[config.mk]
export PLATFORM = sky130hd
export DESIGN_NAME = mem_return_orderer
export DESIGN_NICKNAME = d
export VERILOG_FILES = /design/src/rtl/mro_pkg.sv /design/src/rtl/mro_credit.sv /design/src/rtl/mro_retq.sv /design/src/rtl/mro_rob.sv /design/src/rtl/mem_return_orderer.sv
export SDC_FILE = /design/constraint.sdc
export NUM_CORES = 1
export LEC_CHECK = 0
export BUFFER_PORTS_ARGS = -buffer_cell sky130_fd_sc_hd__buf_4
export CAP_MARGIN = 15
export CORE_MARGIN = 2
export CORE_UTILIZATION = 35
export DETAILED_ROUTE_END_ITERATION = 12
export HOLD_SLACK_MARGIN = 0.03
export PLACE_DENSITY = 0.63
export SETUP_SLACK_MARGIN = 0.5
export SLEW_MARGIN = 20
export SYNTH_ARGS = -nofsm -noshare
export SYNTH_HDL_FRONTEND = slang
export SYNTH_HIERARCHICAL = 1
export SYNTH_SLANG_ARGS = --single-unit
[constraint.sdc]
create_clock -name clk -period 5.14 [get_ports clk]
set_clock_uncertainty 0.2 [all_clocks]
set_input_delay 0.257 -clock clk [delete_from_list [all_inputs] [get_ports clk]]
set_output_delay 0.257 -clock clk [all_outputs]
set_load 0.1 [all_outputs]
[src/rtl/mro_pkg.sv]
package mro_pkg;
  localparam logic [1:0] KIND_LOAD   = 2'd0;
  localparam logic [1:0] KIND_STORE  = 2'd1;
  localparam logic [1:0] KIND_ATOMIC = 2'd2;
  localparam logic [1:0] KIND_FENCE  = 2'd3;

  function automatic logic uses_ld_pool(input logic [1:0] k);
    return (k == KIND_LOAD) || (k == KIND_ATOMIC);
  endfunction
endpackage

[src/rtl/mro_credit.sv]
module mro_credit #(
  parameter int DEPTH = 4,
  localparam int CW = $clog2(DEPTH + 1)
) (
  input  logic          clk,
  input  logic          rst_n,
  input  logic [1:0]    take,     // [0] load pool, [1] store pool
  input  logic [1:0]    give,
  output logic [1:0]    at_cap,
  output logic [CW-1:0] ld_cnt,
  output logic [CW-1:0] st_cnt
);
  logic [CW-1:0] cnt [2];

  for (genvar g = 0; g < 2; g++) begin : g_pool
    always_ff @(posedge clk) begin
      if (!rst_n) begin
        cnt[g] <= '0;
      end else if (take[g] && !(give[g] && cnt[g] != '0)) begin
        cnt[g] <= cnt[g] + CW'(1);
      end else if (!take[g] && give[g] && cnt[g] != '0) begin
        cnt[g] <= cnt[g] - CW'(1);
      end
    end
    assign at_cap[g] = (cnt[g] >= CW'(DEPTH));
  end

  assign ld_cnt = cnt[0];
  assign st_cnt = cnt[1];
endmodule

[src/rtl/mro_retq.sv]
module mro_retq #(
  parameter int DEPTH = 4,
  parameter int W     = 8,
  localparam int IW   = $clog2(DEPTH)
) (
  input  logic         clk,
  input  logic         rst_n,
  input  logic         push,
  input  logic [W-1:0] push_data,
  input  logic         pop,
  output logic         empty,
  output logic         full,
  output logic [W-1:0] head
);
  logic [W-1:0] mem [DEPTH];
  logic [IW:0]  wp, rp;

  assign empty = (wp == rp);
  assign full  = (wp[IW] != rp[IW]) && (wp[IW-1:0] == rp[IW-1:0]);
  assign head  = mem[rp[IW-1:0]];

  always_ff @(posedge clk) begin
    if (!rst_n) begin
      wp <= '0;
      rp <= '0;
    end else begin
      if (push && !full) begin
        mem[wp[IW-1:0]] <= push_data;
        wp <= wp + 1'b1;
      end
      if (pop && !empty) rp <= rp + 1'b1;
    end
  end
endmodule

[src/rtl/mro_rob.sv]
module mro_rob #(
  parameter int DEPTH = 4,
  parameter int SEQ_W = 8,
  parameter int LAT_W = 4,
  localparam int IW   = $clog2(DEPTH)
) (
  input  logic             clk,
  input  logic             rst_n,
  input  logic [SEQ_W-1:0] q_seq,
  output logic             q_free,
  input  logic             alloc,
  input  logic [1:0]       alloc_kind,
  input  logic             mark,
  input  logic [SEQ_W-1:0] mark_seq,
  input  logic [LAT_W-1:0] mark_lat,
  output logic             mark_hit,
  input  logic             retire,
  output logic             head_ok,
  output logic [SEQ_W-1:0] head_seq,
  output logic [1:0]       head_kind,
  output logic [LAT_W-1:0] head_lat
);
  logic [DEPTH-1:0] vld, done;
  logic [SEQ_W-1:0] e_seq  [DEPTH];
  logic [1:0]       e_kind [DEPTH];
  logic [LAT_W-1:0] e_lat  [DEPTH];
  logic [SEQ_W-1:0] hd;

  wire [IW-1:0] qi = q_seq[IW-1:0];
  wire [IW-1:0] mi = mark_seq[IW-1:0];
  wire [IW-1:0] hi = hd[IW-1:0];

  assign q_free    = !vld[qi];
  assign mark_hit  = vld[mi] && !done[mi] && (e_seq[mi] == mark_seq);
  assign head_ok   = vld[hi] && done[hi] && (e_seq[hi] == hd);
  assign head_seq  = hd;
  assign head_kind = e_kind[hi];
  assign head_lat  = e_lat[hi];

  always_ff @(posedge clk) begin
    if (!rst_n) begin
      vld  <= '0;
      done <= '0;
      hd   <= '0;
    end else begin
      if (alloc) begin
        vld[qi]    <= 1'b1;
        done[qi]   <= 1'b0;
        e_seq[qi]  <= q_seq;
        e_kind[qi] <= alloc_kind;
      end
      if (mark && mark_hit) begin
        done[mi]  <= 1'b1;
        e_lat[mi] <= mark_lat;
      end
      if (retire && head_ok) begin
        vld[hi] <= 1'b0;
        hd      <= hd + 1'b1;
      end
    end
  end
endmodule

[src/rtl/mem_return_orderer.sv]
module mem_return_orderer
  import mro_pkg::*;
#(
  parameter int DEPTH = 4,
  parameter int SEQ_W = 8,
  parameter int LAT_W = 4
) (
  input  logic             clk,
  input  logic             rst_n,
  input  logic             ooo_mode,
  input  logic             iss_valid,
  output logic             iss_ready,
  input  logic [SEQ_W-1:0] iss_seq,
  input  logic [1:0]       iss_kind,
  output logic             req_valid,
  input  logic             req_ready,
  output logic [SEQ_W-1:0] req_seq,
  output logic [1:0]       req_kind,
  input  logic             rsp_valid,
  output logic             rsp_ready,
  input  logic [SEQ_W-1:0] rsp_seq,
  input  logic [1:0]       rsp_kind,
  input  logic [LAT_W-1:0] rsp_lat,
  output logic             cmp_valid,
  input  logic             cmp_ready,
  output logic [SEQ_W-1:0] cmp_seq,
  output logic [1:0]       cmp_kind,
  input  logic             reg_wr_ready,
  output logic             err_orphan,
  output logic             err_overflow
);
  localparam int CW = $clog2(DEPTH + 1);
  localparam int EW = SEQ_W + 2 + LAT_W;

  // ---------------- issue path ----------------
  logic [1:0]    at_cap, take, give;
  logic [CW-1:0] ld_cnt, st_cnt;
  logic          rob_free, go, fire;
  wire           iss_fence = (iss_kind == KIND_FENCE);
  wire           iss_ld    = uses_ld_pool(iss_kind);
  wire           iss_st    = (iss_kind == KIND_STORE);

  assign go        = !(iss_ld && at_cap[0]) && !(iss_st && at_cap[1])
                     && (ooo_mode || iss_fence || rob_free);
  assign iss_ready = req_ready && go;
  assign req_valid = iss_valid && go;
  assign req_seq   = iss_seq;
  assign req_kind  = iss_kind;
  assign fire      = iss_valid && iss_ready;
  assign take      = {fire && iss_st, fire && iss_ld};

  mro_credit #(.DEPTH(DEPTH)) u_credit (
    .clk(clk), .rst_n(rst_n), .take(take), .give(give),
    .at_cap(at_cap), .ld_cnt(ld_cnt), .st_cnt(st_cnt)
  );

  // ---------------- response path ----------------
  logic             rob_hit, rob_ok, retire;
  logic [SEQ_W-1:0] rob_seq;
  logic [1:0]       rob_kind;
  logic [LAT_W-1:0] rob_lat;
  wire              rsp_ld = uses_ld_pool(rsp_kind);

  assign rsp_ready  = 1'b1;
  assign err_orphan = rsp_valid && !ooo_mode && !rob_hit;

  mro_rob #(.DEPTH(DEPTH), .SEQ_W(SEQ_W), .LAT_W(LAT_W)) u_rob (
    .clk(clk), .rst_n(rst_n),
    .q_seq(iss_seq), .q_free(rob_free),
    .alloc(fire && !ooo_mode && !iss_fence), .alloc_kind(iss_kind),
    .mark(rsp_valid && !ooo_mode), .mark_seq(rsp_seq), .mark_lat(rsp_lat),
    .mark_hit(rob_hit),
    .retire(retire && !ooo_mode),
    .head_ok(rob_ok), .head_seq(rob_seq), .head_kind(rob_kind), .head_lat(rob_lat)
  );

  // Return FIFOs: index 0 loads/atomics, index 1 stores
  logic [1:0]    q_push, q_pop, q_empty, q_full;
  logic [EW-1:0] q_head [2];
  wire  [EW-1:0] rsp_ent = {rsp_seq, rsp_kind, rsp_lat};

  assign q_push[0]    = rsp_valid && ooo_mode && rsp_ld && !q_full[0];
  assign q_push[1]    = rsp_valid && ooo_mode && !rsp_ld && !q_full[1];
  assign err_overflow = rsp_valid && ooo_mode && (rsp_ld ? q_full[0] : q_full[1]);

  for (genvar g = 0; g < 2; g++) begin : g_retq
    mro_retq #(.DEPTH(DEPTH), .W(EW)) u_q (
      .clk(clk), .rst_n(rst_n), .push(q_push[g]), .push_data(rsp_ent),
      .pop(q_pop[g]), .empty(q_empty[g]), .full(q_full[g]), .head(q_head[g])
    );
  end

  // ---------------- completion select ----------------
  logic             cand_v;
  logic [SEQ_W-1:0] cand_seq;
  logic [1:0]       cand_kind;
  logic [LAT_W-1:0] cand_lat;
  logic [LAT_W-1:0] busy_cnt;

  always_comb begin
    if (!ooo_mode) begin
      cand_v = rob_ok;
      {cand_seq, cand_kind, cand_lat} = {rob_seq, rob_kind, rob_lat};
    end else if (!q_empty[0]) begin
      cand_v = 1'b1;
      {cand_seq, cand_kind, cand_lat} = q_head[0];
    end else begin
      cand_v = !q_empty[1];
      {cand_seq, cand_kind, cand_lat} = q_head[1];
    end
  end

  wire cand_ld = uses_ld_pool(cand_kind);

  assign cmp_valid = cand_v && (busy_cnt == '0) && (!cand_ld || reg_wr_ready);
  assign cmp_seq   = cand_seq;
  assign cmp_kind  = cand_kind;
  assign retire    = cmp_valid && cmp_ready;
  assign q_pop     = {retire && ooo_mode && q_empty[0], retire && ooo_mode && !q_empty[0]};
  assign give      = {retire && (cand_kind == KIND_STORE), retire && cand_ld};

  always_ff @(posedge clk) begin
    if (!rst_n)                busy_cnt <= '0;
    else if (retire)           busy_cnt <= cand_lat;
    else if (busy_cnt != '0)   busy_cnt <= busy_cnt - 1'b1;
  end
endmodule

Yosys cells after proc, flatten, opt, wreduce, memory -nomap -nowiden
Memory sizes are Yosys's and may differ from the RTL's. A register that Yosys moved wholly into a read port is not among the register bits.
Index checks and enable logic that the tools add are counted.
W data, S select, Z words.
{"block": "classes", "n_bitwise": 10, "n_eq_ne": 14, "mux": 74, "n_lt_le_gt_ge": 8, "add_sub_neg": 10, "n_reduce_logical": 82}
{"operator": "$logic_and A1 B1 Y1", "n": 51}
{"operator": "$mux W4", "n": 10}
{"operator": "$mux W1", "n": 38}
{"operator": "$mux W2", "n": 12}
{"operator": "$add A3 B1 Y3 const B", "n": 6}
{"operator": "$logic_not A1 Y1", "n": 17}
{"operator": "$eq A8 B8 Y1", "n": 2}
{"operator": "$mux W8", "n": 2}
{"operator": "$mux W3", "n": 4}
{"operator": "$bmux W1 S2", "n": 5}
{"operator": "$lt A2 B3 Y1 const B", "n": 3}
{"operator": "$add A8 B1 Y8 const B", "n": 1}
{"operator": "$and A4 B4 Y4", "n": 2}
{"operator": "$eq A2 B2 Y1 const B", "n": 4}
{"operator": "$not A4 Y4", "n": 2}
{"operator": "$or A4 B4 Y4", "n": 2}
{"operator": "$demux W1 S2", "n": 3}
{"operator": "$eq A3 B3 Y1", "n": 2}
{"operator": "$ge A2 B1 Y1 const B", "n": 3}
{"operator": "$ge A3 B3 Y1 const B", "n": 2}
{"operator": "$logic_not A2 Y1", "n": 3}
{"operator": "$logic_or A1 B1 Y1", "n": 6}
{"operator": "$reduce_bool A3 Y1", "n": 2}
{"operator": "$sub A3 B1 Y3 const B", "n": 2}
{"operator": "8 further kinds", "n": 14}
{"block": "word_totals", "in_bits": 32, "output_inout_bits": 26, "regBits": 32, "ramBits": 174, "mem_count": 6, "elab_cells": 212}
{"name": "g_retq[0].u_q.mem", "depth": 4, "width": 14, "rd": 1, "rd_ports_with_merged_regs": 1, "wr": 1, "line_no": "mro_retq.sv:15", "text": "logic [W-1:0] mem [DEPTH];"}
{"name": "g_retq[1].u_q.mem", "depth": 4, "width": 14, "rd": 1, "rd_ports_with_merged_regs": 1, "wr": 1, "line_no": "mro_retq.sv:15"}
{"name": "u_rob.e_seq", "depth": 4, "width": 8, "rd": 2, "rd_ports_with_merged_regs": 1, "wr": 1, "line_no": "mro_rob.sv:24", "text": "logic [SEQ_W-1:0] e_seq [DEPTH];"}
{"name": "u_rob.e_lat", "depth": 4, "width": 4, "rd": 1, "rd_ports_with_merged_regs": 1, "wr": 1, "line_no": "mro_rob.sv:26", "text": "logic [LAT_W-1:0] e_lat [DEPTH];"}
{"name": "u_rob.e_kind", "depth": 4, "width": 2, "rd": 1, "rd_ports_with_merged_regs": 1, "wr": 1, "line_no": "mro_rob.sv:25", "text": "logic [1:0] e_kind [DEPTH];"}
{"name": "u_credit.cnt", "depth": 2, "width": 3, "rd": 2, "rd_ports_with_merged_regs": 0, "wr": 2, "line_no": "mro_credit.sv:13", "text": "logic [CW-1:0] cnt [2];"}

Longest topological paths before layout
{"block": "logic_depth", "ltp_word": 18, "depth_mapped": 18, "ltp_nobuf": 15}

Modules after synthesis
Netlist, hierarchy kept.
{"mod": "mro_rob", "n_inst": 1, "cells_per_inst": 235, "area_each_um2": 3438.3, "seq_area_each_um2": 2042.0}
{"mod": "mro_retq (g_retq[0].u_q)", "n_inst": 1, "cells_per_inst": 145, "area_each_um2": 2616.3, "seq_area_each_um2": 1841.8}
{"mod": "mro_retq (g_retq[1].u_q)", "n_inst": 1, "cells_per_inst": 145, "area_each_um2": 2610.0, "seq_area_each_um2": 1841.8}
{"mod": "mem_return_orderer", "n_inst": 1, "cells_per_inst": 124, "area_each_um2": 910.9, "seq_area_each_um2": 80.1}
{"mod": "mro_credit", "n_inst": 1, "cells_per_inst": 43, "area_each_um2": 456.7, "seq_area_each_um2": 180.2}

Least setup slack after synthesis
OpenSTA, ideal clock, no wires.
{"block": "synth_path", "kind": "register -> register", "from": "register g_retq[0].u_q.wp[0]", "to": "memory u_credit/cnt[1][2] in the netlist's numbering, data pin", "arrival_ns": 4.673, "setup_ns": 0.141, "required_time_ns": 4.799, "period_less_slack_ns": 5.014, "setup_slack_ns": 0.126, "stages_incl_launch_ff": 14, "n_path_buf": 2, "path_cell_list": "dfxtp_1 xor2_1 buf_6 nor3_1 buf_6 mux2i_4 a21oi_1 nor3b_2 o31ai_4 or3_1 fa_1 xnor2_1 or3_1 a21oi_2"}
{"item": "start, declared", "line_no": "mro_retq.sv:16", "text": "logic [IW:0] wp, rp;"}
{"item": "start signal, assigned", "line_no": "mro_retq.sv:29", "text": "wp <= wp + 1'b1;"}
{"item": "end, declared", "line_no": "mro_credit.sv:13"}

==> results by stage <==
Status:
- The flow ran to the end, and the final reports show no timing, DRC or antenna violations.

Clocking:
- The total clock buffers created by CTS is 23.
- CTS built an H-tree with a depth of 1.
- Clock tree synthesis found a total of 212 sinks.
- After clock tree synthesis, the clock-pin slew on the worst setup and hold paths is 0.06 ns.
- The number of buffers between clock root and the deepest sink is 3.
- The number of setup buffers added after CTS is 0.
- TritonCTS built the clock tree.
- The clock latency at the later pin of the worst-skew pair is 0.51 ns.
- The root buffer cell chosen for the clock tree is sky130_fd_sc_hd__clkbuf_16.

Global route:
- The pin count of the biggest net entering global routing is 51.
- The global-route wire length before repair is 34.37 mm.
- The all-layer global routing usage is 14.40%.
- The via count of the first global-routing pass is 6070.
- For this run the aggregate overflow at the end of global routing stands at 0.
- The initial antenna violation count is 0.

Synth:
- The number of synthesized flops with an enable pin is 174.
- Of all flip-flops after synthesis, the portion carrying an async set or reset was 0%.
- The mapped netlist covers 0.01003 sq mm.
- In the post-synthesis netlist, the biggest area contributors are sky130_fd_sc_hd__edfxtp_1, sky130_fd_sc_hd__mux4_2, sky130_fd_sc_hd__dfxtp_1, sky130_fd_sc_hd__mux2i_1, sky130_fd_sc_hd__ha_1.
- The count of state elements after synthesis is 212.
- The fraction of the yosys area taken by sequential cells is 59.67%.
- The main flop type after synthesis is sky130_fd_sc_hd__edfxtp_1.
- The number of nets produced by synthesis is 744.
- Synthesis handed over a netlist of 692 instances.
- Synthesis instantiated 76 different standard cells from the library.
- The portion of synthesized cell area occupied by the leading cell type is 52.08%.
- The Yosys step of the flow raised 6 warnings.
- The synthesized area divided by synthesized cell count is 14.50 sq um.
- The library cell with the largest summed area after synthesis is sky130_fd_sc_hd__edfxtp_1.

Critical path:
- The data arrival at the endpoint of the critical path is 4.51 ns.
- STA classifies the critical path endpoint as a flip-flop.
- The worst setup path is launched from a flip-flop.
- The critical path goes through mux4_1 > xnor2_1 > o21ai_1 > nor2_2 > nor2_1 > and4b_1 > nand2_2 > nor3b_2 > o31ai_4 > or3_1 > fa_1 > xnor2_1 > or3_1 > a21oi_2.
- The data required time of the worst path is 5.29 ns.
- The classification of the worst setup path is reg2reg.
- The highest-delay cell along the critical path is sky130_fd_sc_hd__mux4_1.
- The maximum net fanout on the critical path is 9.
- The peak per-stage delay on the critical path is 0.61 ns.

STA:
- The final sum of negative setup slack is 0 ns.
- The worst max-slew margin expressed relative to the limit is 33.54%.
- At the pin with the least slew margin, the transition time is 0.9877 ns.
- The worst path meets setup with 0.7821 ns of slack.
- The final worst hold slack is 0.05465 ns.
- The period utilization is 84.78%.
- The max-slew violation count is 0.
- The number of hold-slack violations in the final timing report is 0.
- Setup violations remaining at the end of the flow were counted as 0.
- Setup repair after global routing left no endpoint under its margin.
- Static timing analysis puts the maximum clock frequency at 229.5 MHz.
- The minimum clock period after layout is 4.358 ns.

Finish:
- The number of fillers in the final layout is 2542.
- The net count reported at finish is 824.
- The area growth from synthesis to layout is 18.03%.
- The share of layout cells above drive strength 1 is 23.32%.
- The final cell area excluding filler cells is 0.01184 sq mm.
- The most common cell after layout, fill and taps aside is sky130_fd_sc_hd__edfxtp_1.
- The top cell types in the final layout, fill and taps aside, are sky130_fd_sc_hd__edfxtp_1, sky130_fd_sc_hd__buf_4, sky130_fd_sc_hd__mux4_2.
- The number of diodes added for antenna fixing is 0.
- The finished layout holds 1167 standard cells, fillers aside.

Floorplanning:
- The die outline area is 0.03003 sq mm.
- The placeable core region is 0.02801 sq mm.
- The total number of placement rows is 61.
- During I/O placement, the number of pins put on the boundary was 58.
- The floorplan step set the die height to 173.3 um.
- The effective utilization at floorplan is 35.82%.
- Measured along the x axis, the die boundary spans 173.3 um.

Detailed routing:
- The overall routed net length is 21.48 mm.
- The via density per instance is 5.159.
- The final route contains 6020 vias.
- In the final routed layout, each cell accounts on average for 18.41 um.
- The residual antenna-violating net count after detailed routing is 0.
- The first detailed-routing pass ran for 5 iterations.
- In the routed design, unresolved DRC markers number 0.
- The number of DRC violations after detailed-routing iteration 0 is 432.

Placement:
- At the end of routability-driven placement, the weighted congestion stood at 0.7884.
- The number of buffers added on ports is 56.
- The placement-stage cell area is 0.01077 sq mm.
- Counting tap cells, the placed design contains a total of 1100 instances.
- The sum of net half-perimeters after detailed placement is 14.27 mm.
- Timing analysis after detailed placement gives a worst setup slack of 0.5274 ns.

Power and ir drop:
- The total power divided by cell area is 350.4 mW/mm^2.
- IR analysis of the VDD net gives a maximum drop of 0.2889 mV.
- The total leakage power is 0.003957 uW.

Flow run:
- The tool flagged a number of max-cap violations equal to 0.

Min path:
- The class of the most critical hold timing path is in2reg.
- The startpoint of the tightest hold check path is rst_n.
registers in the layout, indices dropped and copies added, names as in the netlist, 6 cells and up, named ones only:
signal and flops:
g_retq.u_q/mem 112, g_retq.u_q/wp 6, u_credit/cnt 6, u_rob/e_seq 32, u_rob/e_kind 8, u_rob/head_seq 8
g_retq.u_q/rp 6, u_rob/e_lat 16
power breakdown:
group | leakage, uW | total (uW) | switching, uW | internal (uW)
clock network | 0.000396 | 1780 | 639 | 1140
registers | 0.00188 | 1910 | 23.6 | 1880
logic | 0.00168 | 460 | 287 | 173
total | 0.00396 | 4150 | 951 | 3200
cells in the mapped netlist (all sizes together), types with 2 or more instances:
library cell	count
nor2	26
nand3	20
o31a	2
a31oi	3
xnor2	17
nor3	18
a21boi	3
and3b	4
xor2	13
ha	19
nand4b	4
a41oi	4
or3	6
mux2i	25
o211ai	9
or4	11
a311oi	2
and4b	4
nand2	36
edfxtp	174
and2	9
nand4	14
a21oi	24
dfxtp	38
nor2b	6
and3	11
buf	33
nor4	2
o21ai	24
o2111ai	6
clkbuf	8
nand2b	6
inv	27
mux4	45
a211oi	3
o31ai	6
nor3b	8
nand3b	6
layout make-up:
| cell class | instances | area, sq um | share of cell area (%) |
|---|---|---|---|
| Sequential cell | 212 | 5988 | 50.57 |
| Tap cell | 378 | 473.0 | 3.994 |
| Multi-Input combinational cell | 411 | 3667 | 30.97 |
| Inverter | 27 | 101.3 | 0.8559 |
| Timing Repair Buffer | 97 | 790.8 | 6.678 |
| Clock buffer | 32 | 619.3 | 5.230 |
| Clock inverter | 10 | 201.4 | 1.701 |
cell families after synthesis:
group           after synthesis  share of synthesized area, %
mux                          71                         12.87
buf+inv                      69                         3.891
compound gates               94                         6.810
xor+xnor                     30                         2.619
other cells                   1                       0.03738
flops                       212                         59.67
simple gates                195                         11.54
fa+ha+maj                    20                         2.569
path summary, 6_finish.rpt:
check,to,slack (ns),cells after the start
min,busy_cnt[0],0.05,2
max,u_credit/cnt[1][2],0.78,14
min reg2reg,g_retq[0].u_q/rp[2],0.33,2
max reg2reg,u_credit/cnt[1][2],0.78,14
worst max-delay path, delay by kind of cell (launching register included):
kind	cells	cell delay, ns
and+or+nand+nor	7	1.61
muxes	1	0.61
AOI/OAI and AO/OA	3	0.49
DFF	1	0.48
xor gates and xnor gates	2	0.41
adders and majority gates	1	0.39
routing by layer:
layer / part of all wire, % / vias to the layer above / wire length (um) / track usage (%)
met5: 0 / - / 0 / 0
li1: - / 2853 / - / -
met3: 4.0 / 32 / 859 / 2.083
met2: 48 / 138 / 10230 / 23.93
met4: 2.3 / 0 / 490 / 3.919
met1: 46 / 2997 / 9896 / 19.79
stage by stage:
| stage | total power, uW | util, % |
|---|---|---|
| 6_report | 4150 | 42.27 |
| 5_1_grt | 4306 | 42.27 |
| 4_1_cts | 4193 | 42.26 |
| 3_5_place_dp | 2391 | 38.43 |
| 3_3_place_gp | 2388 | 38.43 |
| 2_1_floorplan | 2279 | - |
repair_timing:
action / in CTS / in global routing
setup endpoints to repair: 1 / 1
hold buffers: 25 / 0
endpoints found under the hold margin: 176 / 0
resized for setup: 1 / 2
No activity file was read; power rests on OpenSTA's default activity.
